File: src/rtl/nand_flex_pkg.sv
package nand_flex_pkg;
   localparam int HW  = 32;
   localparam int RAW = 4;

   localparam int B_MODE_EN  = 0;
   localparam int B_MODE_RST = 3;
   localparam int B_STAT_RDY = 2;
   localparam int B_QUAD     = 28;
   localparam int B_ADDR_OK  = 30;
   localparam int B_REL      = 31;

   typedef enum logic [RAW-1:0] {
      RG_MODE = 4'd0, RG_CTIM = 4'd1, RG_WTIM = 4'd2, RG_RTIM = 4'd3,
      RG_BANK = 4'd4, RG_STAT = 4'd5, RG_CMD  = 4'd6, RG_ADDR = 4'd7,
      RG_DATA = 4'd8, RG_RCFG = 4'd9, RG_WCFG = 4'd10
   } reg_e;

   typedef enum logic [1:0] {K_CMD, K_ADDR, K_WDAT, K_RDAT} kind_e;

   typedef enum logic [2:0] {
      S_IDLE, S_SETUP, S_PULSE, S_RECOV, S_HOLD, S_TWB, S_CEOFF
   } st_e;

   typedef struct packed {
      logic [7:0] twb;
      logic [7:0] ceoff;
      logic [7:0] hold;
      logic [7:0] setup;
   } ctim_t;

   typedef struct packed {
      logic [7:0] off;
      logic [7:0] on;
   } stb_t;
endpackage

File: src/rtl/nand_flex_sync.sv
module nand_flex_sync #(
   parameter int STAGES = 2
) (
   input  logic clk,
   input  logic rst_n,
   input  logic d,
   output logic q
);
   if (STAGES < 2) begin : g_bad_stages
      $fatal(1, "nand_flex_sync needs at least two stages");
   end

   logic [STAGES-1:0] sh;

   always_ff @(posedge clk or negedge rst_n) begin
      if (!rst_n) sh <= '0;
      else        sh <= {sh[STAGES-2:0], d};
   end

   assign q = sh[STAGES-1];
endmodule

File: src/rtl/nand_flex_regs.sv
module nand_flex_regs
   import nand_flex_pkg::*;
#(
   parameter int NBANK = 4
) (
   input  logic             clk,
   input  logic             rst_n,
   input  logic             wr_en,
   input  reg_e             waddr,
   input  logic [HW-1:0]    wdata,
   input  reg_e             raddr,
   input  logic             rdy,
   output logic [HW-1:0]    rdata,
   output logic             mode_en,
   output logic             soft_rst,
   output ctim_t            ctim,
   output stb_t             wtim,
   output stb_t             rtim,
   output logic [NBANK-1:0] bank,
   output logic             rd_quad,
   output logic             rd_rel,
   output logic             wr_quad,
   output logic             wr_rel
);
   if (NBANK < 1 || NBANK > HW) begin : g_bad_nbank
      $fatal(1, "NBANK must lie between 1 and the host word width");
   end

   localparam logic [NBANK-1:0] BANK_RST = NBANK'(1);

   logic bank_ok;
   assign bank_ok = $onehot(wdata) && ((wdata >> NBANK) == '0);

   always_ff @(posedge clk or negedge rst_n) begin
      if (!rst_n) begin
         mode_en  <= 1'b0;
         soft_rst <= 1'b0;
      end else if (wr_en && waddr == RG_MODE) begin
         mode_en  <= wdata[B_MODE_EN];
         soft_rst <= wdata[B_MODE_RST];
      end
   end

   always_ff @(posedge clk or negedge rst_n) begin
      if (!rst_n) begin
         ctim <= '0; wtim <= '0; rtim <= '0; bank <= BANK_RST;
         rd_quad <= 1'b0; rd_rel <= 1'b1; wr_quad <= 1'b0; wr_rel <= 1'b1;
      end else if (soft_rst) begin
         ctim <= '0; wtim <= '0; rtim <= '0; bank <= BANK_RST;
         rd_quad <= 1'b0; rd_rel <= 1'b1; wr_quad <= 1'b0; wr_rel <= 1'b1;
      end else if (wr_en) begin
         case (waddr)
            RG_CTIM: ctim <= wdata;
            RG_WTIM: wtim <= wdata[15:0];
            RG_RTIM: rtim <= wdata[15:0];
            RG_BANK: if (bank_ok) bank <= wdata[NBANK-1:0];
            RG_RCFG: begin rd_quad <= wdata[B_QUAD]; rd_rel <= wdata[B_REL]; end
            RG_WCFG: begin wr_quad <= wdata[B_QUAD]; wr_rel <= wdata[B_REL]; end
            default: ;
         endcase
      end
   end

   logic [HW-1:0] bank_ext;
   always_comb begin
      bank_ext = '0;
      bank_ext[NBANK-1:0] = bank;
   end

   always_comb begin
      rdata = '0;
      case (raddr)
         RG_MODE: begin rdata[B_MODE_EN] = mode_en; rdata[B_MODE_RST] = soft_rst; end
         RG_CTIM: rdata = ctim;
         RG_WTIM: rdata[15:0] = wtim;
         RG_RTIM: rdata[15:0] = rtim;
         RG_BANK: rdata = bank_ext;
         RG_STAT: rdata[B_STAT_RDY] = rdy;
         RG_RCFG: begin rdata[B_QUAD] = rd_quad; rdata[B_REL] = rd_rel; end
         RG_WCFG: begin rdata[B_QUAD] = wr_quad; rdata[B_REL] = wr_rel; end
         default: rdata = '0;
      endcase
   end

   AST_BANK_ONEHOT: assert property (@(posedge clk) disable iff (!rst_n)
      $onehot(bank));
endmodule

File: src/rtl/nand_flex_engine.sv
module nand_flex_engine
   import nand_flex_pkg::*;
(
   input  logic          clk,
   input  logic          rst_n,
   input  logic          soft_rst,
   input  logic          start,
   input  kind_e         kind,
   input  logic [HW-1:0] wword,
   input  logic          quad,
   input  logic          rel,
   input  ctim_t         ctim,
   input  stb_t          wtim,
   input  stb_t          rtim,
   input  logic [7:0]    dq_i,
   output logic          busy,
   output logic          done,
   output logic [HW-1:0] rword,
   output logic          cle,
   output logic          ale,
   output logic          we_n,
   output logic          re_n,
   output logic          ce_act,
   output logic [7:0]    dq_o,
   output logic          dq_oe
);
   localparam int BEATS_W = $clog2(HW / 8);
   localparam logic [BEATS_W-1:0] LAST_QUAD = BEATS_W'(HW / 8 - 1);

   st_e               st;
   kind_e             kind_q;
   logic [7:0]        cnt, plen;
   logic [BEATS_W-1:0] beat, last;
   logic              rel_q, ce_hold;
   logic [HW-1:0]     word_q;
   logic              is_rd, in_beat, pend;

   assign is_rd   = (kind_q == K_RDAT);
   assign in_beat = (st == S_SETUP) || (st == S_PULSE) || (st == S_RECOV) || (st == S_HOLD);

   always_comb begin
      case (st)
         S_SETUP: plen = ctim.setup;
         S_PULSE: plen = is_rd ? rtim.on  : wtim.on;
         S_RECOV: plen = is_rd ? rtim.off : wtim.off;
         S_HOLD:  plen = ctim.hold;
         S_TWB:   plen = ctim.twb;
         S_CEOFF: plen = ctim.ceoff;
         default: plen = 8'd0;
      endcase
   end
   assign pend = (cnt >= plen);

   always_ff @(posedge clk or negedge rst_n) begin
      if (!rst_n) begin
         st <= S_IDLE; kind_q <= K_CMD; cnt <= 8'd1; beat <= '0; last <= '0;
         rel_q <= 1'b0; ce_hold <= 1'b0; word_q <= '0; done <= 1'b0;
      end else if (soft_rst) begin
         st <= S_IDLE; kind_q <= K_CMD; cnt <= 8'd1; beat <= '0; last <= '0;
         rel_q <= 1'b0; ce_hold <= 1'b0; word_q <= '0; done <= 1'b0;
      end else begin
         done <= 1'b0;
         if (st == S_IDLE) begin
            if (start) begin
               st      <= S_SETUP;
               cnt     <= 8'd1;
               beat    <= '0;
               last    <= (quad && (kind == K_WDAT || kind == K_RDAT)) ? LAST_QUAD : '0;
               kind_q  <= kind;
               rel_q   <= rel;
               word_q  <= (kind == K_RDAT) ? '0 : wword;
               ce_hold <= 1'b1;
            end
         end else if (pend) begin
            cnt <= 8'd1;
            case (st)
               S_SETUP: st <= S_PULSE;
               S_PULSE: begin
                  st <= S_RECOV;
                  if (is_rd) word_q[{beat, 3'b000} +: 8] <= dq_i;
               end
               S_RECOV: st <= S_HOLD;
               S_HOLD: begin
                  if (beat != last) begin
                     beat <= beat + 1'b1;
                     st   <= S_SETUP;
                  end else if (kind_q == K_CMD) begin
                     st <= S_TWB;
                  end else if (rel_q) begin
                     st <= S_CEOFF; ce_hold <= 1'b0;
                  end else begin
                     st <= S_IDLE; done <= 1'b1;
                  end
               end
               S_TWB: begin
                  if (rel_q) begin st <= S_CEOFF; ce_hold <= 1'b0; end
                  else begin st <= S_IDLE; done <= 1'b1; end
               end
               S_CEOFF: begin st <= S_IDLE; done <= 1'b1; end
               default: st <= S_IDLE;
            endcase
         end else begin
            cnt <= cnt + 8'd1;
         end
      end
   end

   assign busy   = (st != S_IDLE);
   assign rword  = word_q;
   assign cle    = in_beat && (kind_q == K_CMD);
   assign ale    = in_beat && (kind_q == K_ADDR);
   assign we_n   = !(st == S_PULSE && !is_rd);
   assign re_n   = !(st == S_PULSE && is_rd);
   assign ce_act = ce_hold;
   assign dq_o   = word_q[{beat, 3'b000} +: 8];
   assign dq_oe  = in_beat && !is_rd;

   AST_READ_NO_DRIVE: assert property (@(posedge clk) disable iff (!rst_n)
      !re_n |-> !dq_oe);
   AST_WE_DATA_STABLE: assert property (@(posedge clk) disable iff (!rst_n)
      (!we_n && $past(!we_n)) |-> $stable(dq_o));
   AST_STROBE_NEEDS_CE: assert property (@(posedge clk) disable iff (!rst_n)
      (!we_n || !re_n) |-> ce_act);
endmodule

File: src/rtl/nand_flex_seq.sv
module nand_flex_seq
   import nand_flex_pkg::*;
#(
   parameter int NBANK       = 4,
   parameter int SYNC_STAGES = 2
) (
   input  logic             clk,
   input  logic             rst_n,
   input  logic             host_req,
   input  logic             host_wr,
   input  logic [RAW-1:0]   host_addr,
   input  logic [HW-1:0]    host_wdata,
   output logic             host_ack,
   output logic [HW-1:0]    host_rdata,
   output logic             nand_cle,
   output logic             nand_ale,
   output logic             nand_we_n,
   output logic             nand_re_n,
   output logic [NBANK-1:0] nand_ce_n,
   output logic [7:0]       nand_dq_o,
   output logic             nand_dq_oe,
   input  logic [7:0]       nand_dq_i,
   input  logic             nand_rb_n
);
   reg_e          ra;
   logic          accept, ack_q, rd_wait;
   logic          is_cmd, is_adr, is_wd, is_rd, seq, eng_start;
   logic          eng_busy, eng_done, ce_act, rdy;
   logic [HW-1:0] reg_rdata, eng_rword, rdata_q;
   logic          mode_en, soft_rst, rd_quad, rd_rel, wr_quad, wr_rel;
   logic          st_quad, st_rel;
   kind_e         st_kind;
   ctim_t         ctim;
   stb_t          wtim, rtim;
   logic [NBANK-1:0] bank;

   assign ra     = reg_e'(host_addr);
   assign accept = host_req && !ack_q && !eng_busy && !rd_wait;
   assign is_cmd = host_wr && ra == RG_CMD;
   assign is_adr = host_wr && ra == RG_ADDR && host_wdata[B_ADDR_OK];
   assign is_wd  = host_wr && ra == RG_DATA;
   assign is_rd  = !host_wr && ra == RG_DATA;
   assign seq    = mode_en && !soft_rst && (is_cmd || is_adr || is_wd || is_rd);
   assign eng_start = accept && seq;

   always_comb begin
      if (is_cmd)      begin st_kind = K_CMD;  st_rel = host_wdata[B_REL]; st_quad = 1'b0;    end
      else if (is_adr) begin st_kind = K_ADDR; st_rel = host_wdata[B_REL]; st_quad = 1'b0;    end
      else if (is_wd)  begin st_kind = K_WDAT; st_rel = wr_rel;            st_quad = wr_quad; end
      else             begin st_kind = K_RDAT; st_rel = rd_rel;            st_quad = rd_quad; end
   end

   nand_flex_sync #(.STAGES(SYNC_STAGES)) i_sync (
      .clk(clk), .rst_n(rst_n), .d(nand_rb_n), .q(rdy)
   );

   nand_flex_regs #(.NBANK(NBANK)) i_regs (
      .clk(clk), .rst_n(rst_n), .wr_en(accept && host_wr), .waddr(ra),
      .wdata(host_wdata), .raddr(ra), .rdy(rdy), .rdata(reg_rdata),
      .mode_en(mode_en), .soft_rst(soft_rst), .ctim(ctim), .wtim(wtim),
      .rtim(rtim), .bank(bank), .rd_quad(rd_quad), .rd_rel(rd_rel),
      .wr_quad(wr_quad), .wr_rel(wr_rel)
   );

   nand_flex_engine i_engine (
      .clk(clk), .rst_n(rst_n), .soft_rst(soft_rst), .start(eng_start),
      .kind(st_kind), .wword(host_wdata), .quad(st_quad), .rel(st_rel),
      .ctim(ctim), .wtim(wtim), .rtim(rtim), .dq_i(nand_dq_i),
      .busy(eng_busy), .done(eng_done), .rword(eng_rword),
      .cle(nand_cle), .ale(nand_ale), .we_n(nand_we_n), .re_n(nand_re_n),
      .ce_act(ce_act), .dq_o(nand_dq_o), .dq_oe(nand_dq_oe)
   );

   always_ff @(posedge clk or negedge rst_n) begin
      if (!rst_n) begin
         ack_q   <= 1'b0;
         rd_wait <= 1'b0;
         rdata_q <= '0;
      end else begin
         ack_q <= (accept && !(eng_start && is_rd)) || (eng_done && rd_wait);
         if (eng_start && is_rd)      rd_wait <= 1'b1;
         else if (eng_done)           rd_wait <= 1'b0;
         if (accept && !host_wr)      rdata_q <= (ra == RG_DATA) ? '0 : reg_rdata;
         if (eng_done && rd_wait)     rdata_q <= eng_rword;
      end
   end

   assign host_ack   = ack_q;
   assign host_rdata = rdata_q;

   for (genvar g = 0; g < NBANK; g++) begin : g_ce
      assign nand_ce_n[g] = !(bank[g] && ce_act);
   end

   AST_CE_ONEHOT: assert property (@(posedge clk) disable iff (!rst_n)
      $onehot0(~nand_ce_n));
   AST_STALL_NO_ACK: assert property (@(posedge clk) disable iff (!rst_n)
      (eng_busy && $past(eng_busy)) |-> !host_ack);
endmodule

File: config.mk
export PLATFORM = sky130hd
export DESIGN_NAME = nand_flex_seq
export DESIGN_NICKNAME = d
export VERILOG_FILES = /design/src/rtl/nand_flex_pkg.sv /design/src/rtl/nand_flex_sync.sv /design/src/rtl/nand_flex_regs.sv /design/src/rtl/nand_flex_engine.sv /design/src/rtl/nand_flex_seq.sv
export SDC_FILE = /design/constraint.sdc
export NUM_CORES = 1
export LEC_CHECK = 0
export ABC_AREA = 1
export BUFFER_PORTS_ARGS = -buffer_cell sky130_fd_sc_hd__buf_2
export CAP_MARGIN = 10
export CORE_ASPECT_RATIO = 2
export CORE_MARGIN = 2
export CORE_UTILIZATION = 52
export CTS_CLUSTER_DIAMETER = 120
export DETAILED_ROUTE_END_ITERATION = 8
export GPL_TIMING_DRIVEN = 0
export PLACE_DENSITY = 0.83
export SLEW_MARGIN = 20
export SYNTH_ARGS = -nofsm -noshare
export SYNTH_HDL_FRONTEND = slang
export SYNTH_SLANG_ARGS = --single-unit
File: constraint.sdc
create_clock -name clk -period 3.49 [get_ports clk]
set_input_delay 0.698 -clock clk [delete_from_list [all_inputs] [get_ports clk]]
set_output_delay 0.698 -clock clk [all_outputs]
set_load 0.02 [all_outputs]
; Word level (Yosys, flattened, before mapping)
; Index checks and enable logic that the tools add are counted.
[word_totals]
latchBits = 0
rom_bits = 0
ram_bits = 0
wordCells = 276
reg_bits = 162
in_bits = 49
memories = 0
out_inout_bits = 50
[classes]
div = 0
add_sub_neg = 34
n_reduce_logical = 83
bitwise_logic = 0
n_lt_le_gt_ge = 1
shifts = 3
n_mux = 102
n_eq_ne = 25
mul = 0
[op_table]
columns = cell, n
row1 = 32-bit 2-to-1 mux, 13
row2 = 16-bit 2-to-1 mux, 6
row3 = 6-bit adder, 15
row4 = 8-bit 2-to-1 mux, 6
row5 = 8-bit case mux with 6 select lines, 1
row6 = 1-bit 2-to-1 mux, 37
row7 = 12-bit case mux with 3 select lines, 1
row8 = 1-bit by 1-bit adder with 2-bit output, 16
row9 = 32-bit bitwise mux, 1
row10 = 32-bit logical NOT, 1
row11 = 2-bit 2-to-1 mux, 16
row12 = 8-bit by 7-bit variable shift with 32-bit output (first input constant), 1
row13 = 32-bit by 6-bit indexed part select with 8-bit output, 1
row14 = 8-bit by 7-bit indexed part select with 32-bit output, 1
row15 = 1-bit logical AND, 28
row16 = 2-bit nonzero test, 12
row17 = 3-bit 2-to-1 mux, 7
row18 = 3-bit nonzero test, 6
row19 = 4-bit by 3-bit == test with 1-bit output (second input constant), 4
row20 = 4-bit 2-to-1 mux, 4
row21 = 1-bit case mux with 5 select lines, 3
row22 = 3-bit case mux with 5 select lines, 1
row23 = 2-bit AND reduction, 7
row24 = 1-bit logical NOT, 13
row25 = 28 further kinds, 47

; Depth between registers and ports, before layout
[depth]
depth_word = 12
ltp_mapped = 22
depth_no_buf = 22

; Modules after synthesis
; A second synthesis with hierarchy kept.
[hier_totals]
cells_unflattened = 1489
hier_area_um2 = 10551.4
[by_module_without_submodules]
columns = mod, instances, seq_area_each_um2, cells_per_inst, area_per_inst_um2
row1 = nand_flex_regs, 1, 1855.5, 551, 4423.0
row2 = nand_flex_engine, 1, 1277.5, 576, 3816.2
row3 = nand_flex_seq, 1, 850.8, 360, 2262.2
row4 = nand_flex_sync, 1, 50.0, 2, 50.0

; Worst setup path before layout
; Ideal clock, no wire load.
[synth_timing]
kind = input-to-reg
startpoint = in host_wdata[30]
endpoint = reg i_regs.bank[2]
setup_time_ns = 0.118
arrival_time_ns = 4.785
required_time_ns = 3.372
path_buffers = 0
cell_stages = 19
slack_ns = -1.413
path_cell_list = inv_1 -> ha_1 -> inv_1 -> fa_1 -> fa_1 -> fa_1 -> fa_1 -> fa_1 -> inv_1 -> ha_1 -> inv_1 -> fa_1 -> nand4_1 -> nor2_1 -> and3_1 -> nand2_1 -> inv_1 -> nand2_1 -> nand2_1
[synth_between]
elab_chain_len = 9
word_cells_on_any_way = 10
classes_between = add/sub: 5 / eq/ne: 1 / reduce/logical: 4
[synth_lines]
columns = item, line
row1 = "start, declared", nand_flex_seq.sv:12  ; input logic [HW-1:0] host_wdata,
row2 = 1-bit by 1-bit adder with 2-bit output (implied by the code), nand_flex_regs.sv:32  ; assign bank_ok = $onehot(wdata) && ((wdata >> NBANK) == '0);
row3 = 6-bit adder (implied by the code) (4 in a row), nand_flex_regs.sv:32
row4 = 6-bit by 1-bit == test with 1-bit output, nand_flex_regs.sv:32
row5 = 1-bit logical AND (*), nand_flex_regs.sv:32
row6 = 2-bit nonzero test (no source line) (*), --
row7 = 3-bit AND reduction (no source line) (*), --
row8 = "end signal, assigned", nand_flex_regs.sv:56  ; RG_BANK: if (bank_ok) bank <= wdata[NBANK-1:0];
row9 = "end, declared", nand_flex_regs.sv:19  ; output logic [NBANK-1:0] bank,
; Every way passes the cells marked *; elsewhere a longest branch is shown, timed or not.
; A chain may end at the register's enable or synchronous reset.

; Final worst setup path
[layout_timing]
startpoint = in host_wdata[16]
endpoint = reg i_regs.bank[2]
; Same word-level chain as after synthesis.

==> flow_summary.json <==
{
  "dp_slack_ns": -1.83,
  "critPathMaxFanout": 6,
  "dr.pass1.iters": 5,
  "die_y_um": 201,
  "final_util": 0.637,
  "io_pins": 99,
  "yosysTopAreaCell": "dfrtp_1",
  "hold_violations": 0,
  "num-nets-final": 1566,
  "worstSetupPathType": "input pin to register",
  "rsz0062_at_grt": "true",
  "grt_max_degree": 104,
  "final_common_cell": "nand2_1",
  "worst-slew-pin-transition_ns": 1.14,
  "setup_viol": 4,
  "min_period_ns": 4.60,
  "synthArstFlopShare": 1.00,
  "start_kind": "input pin",
  "leakage_nw": 5.80,
  "die_area_um2": 20600,
  "cts_inserted_buffers": 17,
  "start_util": 0.525,
  "synth_edf_count": 0,
  "clock_latency_ns": 0.45,
  "grt_pass1_vias": 10274,
  "status": "finished, violations left",
  "area_growth_pct": 21.4,
  "routedWlPerCell_um": 22.0,
  "fin_total_pwr_mw": 5.16,
  "core-area_um2": 19200,
  "fmax_mhz": 217,
  "hpwlAfterDp_mm": 29.6,
  "vdd_drop_max_uv": 734,
  "endpoint_kind": "register",
  "cts.sinks": 161,
  "ys_ff_latch": 161,
  "vias": 9968,
  "synth.distinct_cells": 46,
  "track_usage": 0.383,
  "yosysWarnings": 0,
  "met1_usage": 0.376,
  "drt_iter0_markers": 811,
  "top_usage_layer": "met2",
  "final_cell_mix": "nand2_1, dfrtp_1, inv_1, o21ai_0, buf_2",
  "maxSlewViolCount": 0,
  "multi_input_area_um2": 5460,
  "antenna_found_initial": 0,
  "synth_top_area_frac": 0.390,
  "gp_congestion": 1.08,
  "violations": "setup timing",
  "routed_via_density": 5.82,
  "synth_ff_type": "dfrtp_1",
  "wl_mm": 37.7,
  "hp-class": "input pin to async pin",
  "ant_nets": 0,
  "skew_ns": 0.0106,
  "cts_max_path_buffers": 2,
  "critPathArrivalTime_ns": 4.98,
  "synthesis.area_per_instance_um2": 7.73,
  "required_ns": 3.88,
  "use_met2": 0.644,
  "layout-drive-gt1-share": 0.198,
  "register_area_um2": 4040,
  "numPortBuffers": 98,
  "insertedDiodeCount": 0,
  "synthCells": 1303,
  "placed_area_um2": 11000,
  "powerDensity_nw_per_um2": 422,
  "syn_nets": 1429,
  "max-slew-margin-rel": 0.237,
  "use_met3": 0.0839,
  "htree_levels": 4,
  "drc_errors": 0,
  "stdcell_area_um2": 12200,
  "nFillCells": 1673,
  "stdcell_count": 1712,
  "grt_overflow": 0,
  "fin_ws_ns": -1.11,
  "cap_violations": 0,
  "cts_tree": "built",
  "grt_pass1_wl_mm": 57.0,
  "netlist_area_um2": 10100,
  "clock-root-buffer": "clkbuf_16",
  "rows": 72,
  "clk_pin_slew_ns": 0.07,
  "post-route-period-util": 1.32,
  "synth_seq_area_share": 0.400,
  "yosys-top-cells-area": "dfrtp_1, nand2_1, inv_1",
  "dpl.cell_count": 1661,
  "fp.dieW_um": 102
}
## where the power goes
group | switching, mW | leakage (nW) | internal [mW]
logic | 0.768 | 3.51 | 0.590
registers | 0.00441 | 2.01 | 1.87
clock network | 0.852 | 0.287 | 1.07
## Yosys cell counts (3+ instances only)
master / n
clkbuf_1: 26
inv_1: 187
nand2_4: 3
nor2_2: 3
nor2_1: 70
nor4_1: 6
dfrtp_1: 157
nand2_1: 396
nor2_8: 5
o211ai_1: 7
nor2_4: 4
o21ai_0: 101
o22ai_1: 59
inv_2: 8
ha_1: 51
nand3_1: 89
dfstp_2: 4
o221ai_1: 11
clkinv_1: 3
nand4_1: 10
buf_2: 10
a21oi_1: 19
o21ai_1: 5
xor2_1: 4
nor3_1: 9
fa_1: 26
## what timing repair did
action | in CTS | in global routing
cloned | 0 | 0
buffers inserted | 11 | 8
hold buffers | 0 | 0
gates resized for setup | 109 | 23
pin swaps | 25 | 11
endpoints found under the setup margin | 51 | 52
## flip-flops by register name (all words and copies together) (netlist names), 2 cells and up
register and cells:
i_engine.st 3, i_engine.rword 32, i_regs.rtim 16, i_regs.ctim 32, host_rdata 32, i_regs.wtim 16
i_engine.cnt 8, i_regs.bank 4, i_engine.beat 2, i_engine.kind_q 2, i_sync.sh 2
## routing by layer
layer | up-vias | share of wire
met5 | - | 0
met4 | 0 | 0.12
met3 | 220 | 0.063
met2 | 513 | 0.51
met1 | 4741 | 0.31
li1 | 4494 | -
## area by class of cell
| cell class | count | area share |
|---|---|---|
| multi-input cells | 903 | 0.446 |
| flip-flops and latches | 161 | 0.330 |
| inverters | 199 | 0.0668 |
| repair buffers | 118 | 0.0667 |
| clock buffers | 17 | 0.0348 |
| well taps | 259 | 0.0265 |
| clock inverters | 15 | 0.0146 |
| plain buffers | 40 | 0.0141 |
## stage by stage
stage | setup TNS, ns | hold slack [ns]
floorplan | -4.88 | 0.331
global placement | -134.58 | 0.333
detailed placement | -29.54 | 0.352
CTS | -4.50 | 0.194
global route | -4.72 | 0.202
finish | -4.39 | 0.158
## critical path, cell delays in order
cell and delay [ns]:
buf_6 0.09, inv_4 0.04, ha_1 0.29, inv_1 0.08
fa_2 0.46, fa_2 0.40, fa_1 0.54, fa_1 0.55
fa_1 0.43, inv_2 0.08, ha_4 0.13, inv_2 0.03
fa_1 0.47, nand4_1 0.07, nor2_1 0.11, and3_4 0.22
nand2_8 0.08, inv_6 0.07, nand2_2 0.05, nand2_1 0.09
## cells by family (layout without fill, tap and decap cells)
| family | after synthesis | in the layout | share of synthesized area |
|---|---|---|---|
| and+or+nand+nor | 608 | 608 | 0.266 |
| buffers and inverters | 239 | 389 | 0.0916 |
| DFF | 161 | 161 | 0.400 |
| adders and majority gates | 77 | 77 | 0.115 |
| AOI/OAI and AO/OA | 213 | 213 | 0.123 |
| xor gates and xnor gates | 5 | 5 | 0.00435 |
## final timing paths
| kind | slack, ns | end | depth (start not counted) | start |
|---|---|---|---|---|
| setup reg to reg | 0.13 | i_engine.rword[25]$_DFFE_PN0P_ | 16 | i_engine.st[1]$_DFFE_PN0P_ |
| setup / recovery | -1.11 | i_regs.bank[2]$_DFFE_PN0P_ | 20 | host_wdata[16] |
| min in group clk | 0.36 | i_sync.sh[0]$_DFF_PN0_ | 1 | nand_rb_n |
| hold reg to reg | 0.36 | i_sync.sh[1]$_DFF_PN0_ | 0 | i_sync.sh[0]$_DFF_PN0_ |
| hold / removal | 0.16 | i_sync.sh[1]$_DFF_PN0_ | 1 | rst_n |
| max in group asynchronous | 2.41 | i_engine.rword[25]$_DFFE_PN0P_ | 2 | rst_n |
No activity file was read; power rests on OpenSTA's default activity.
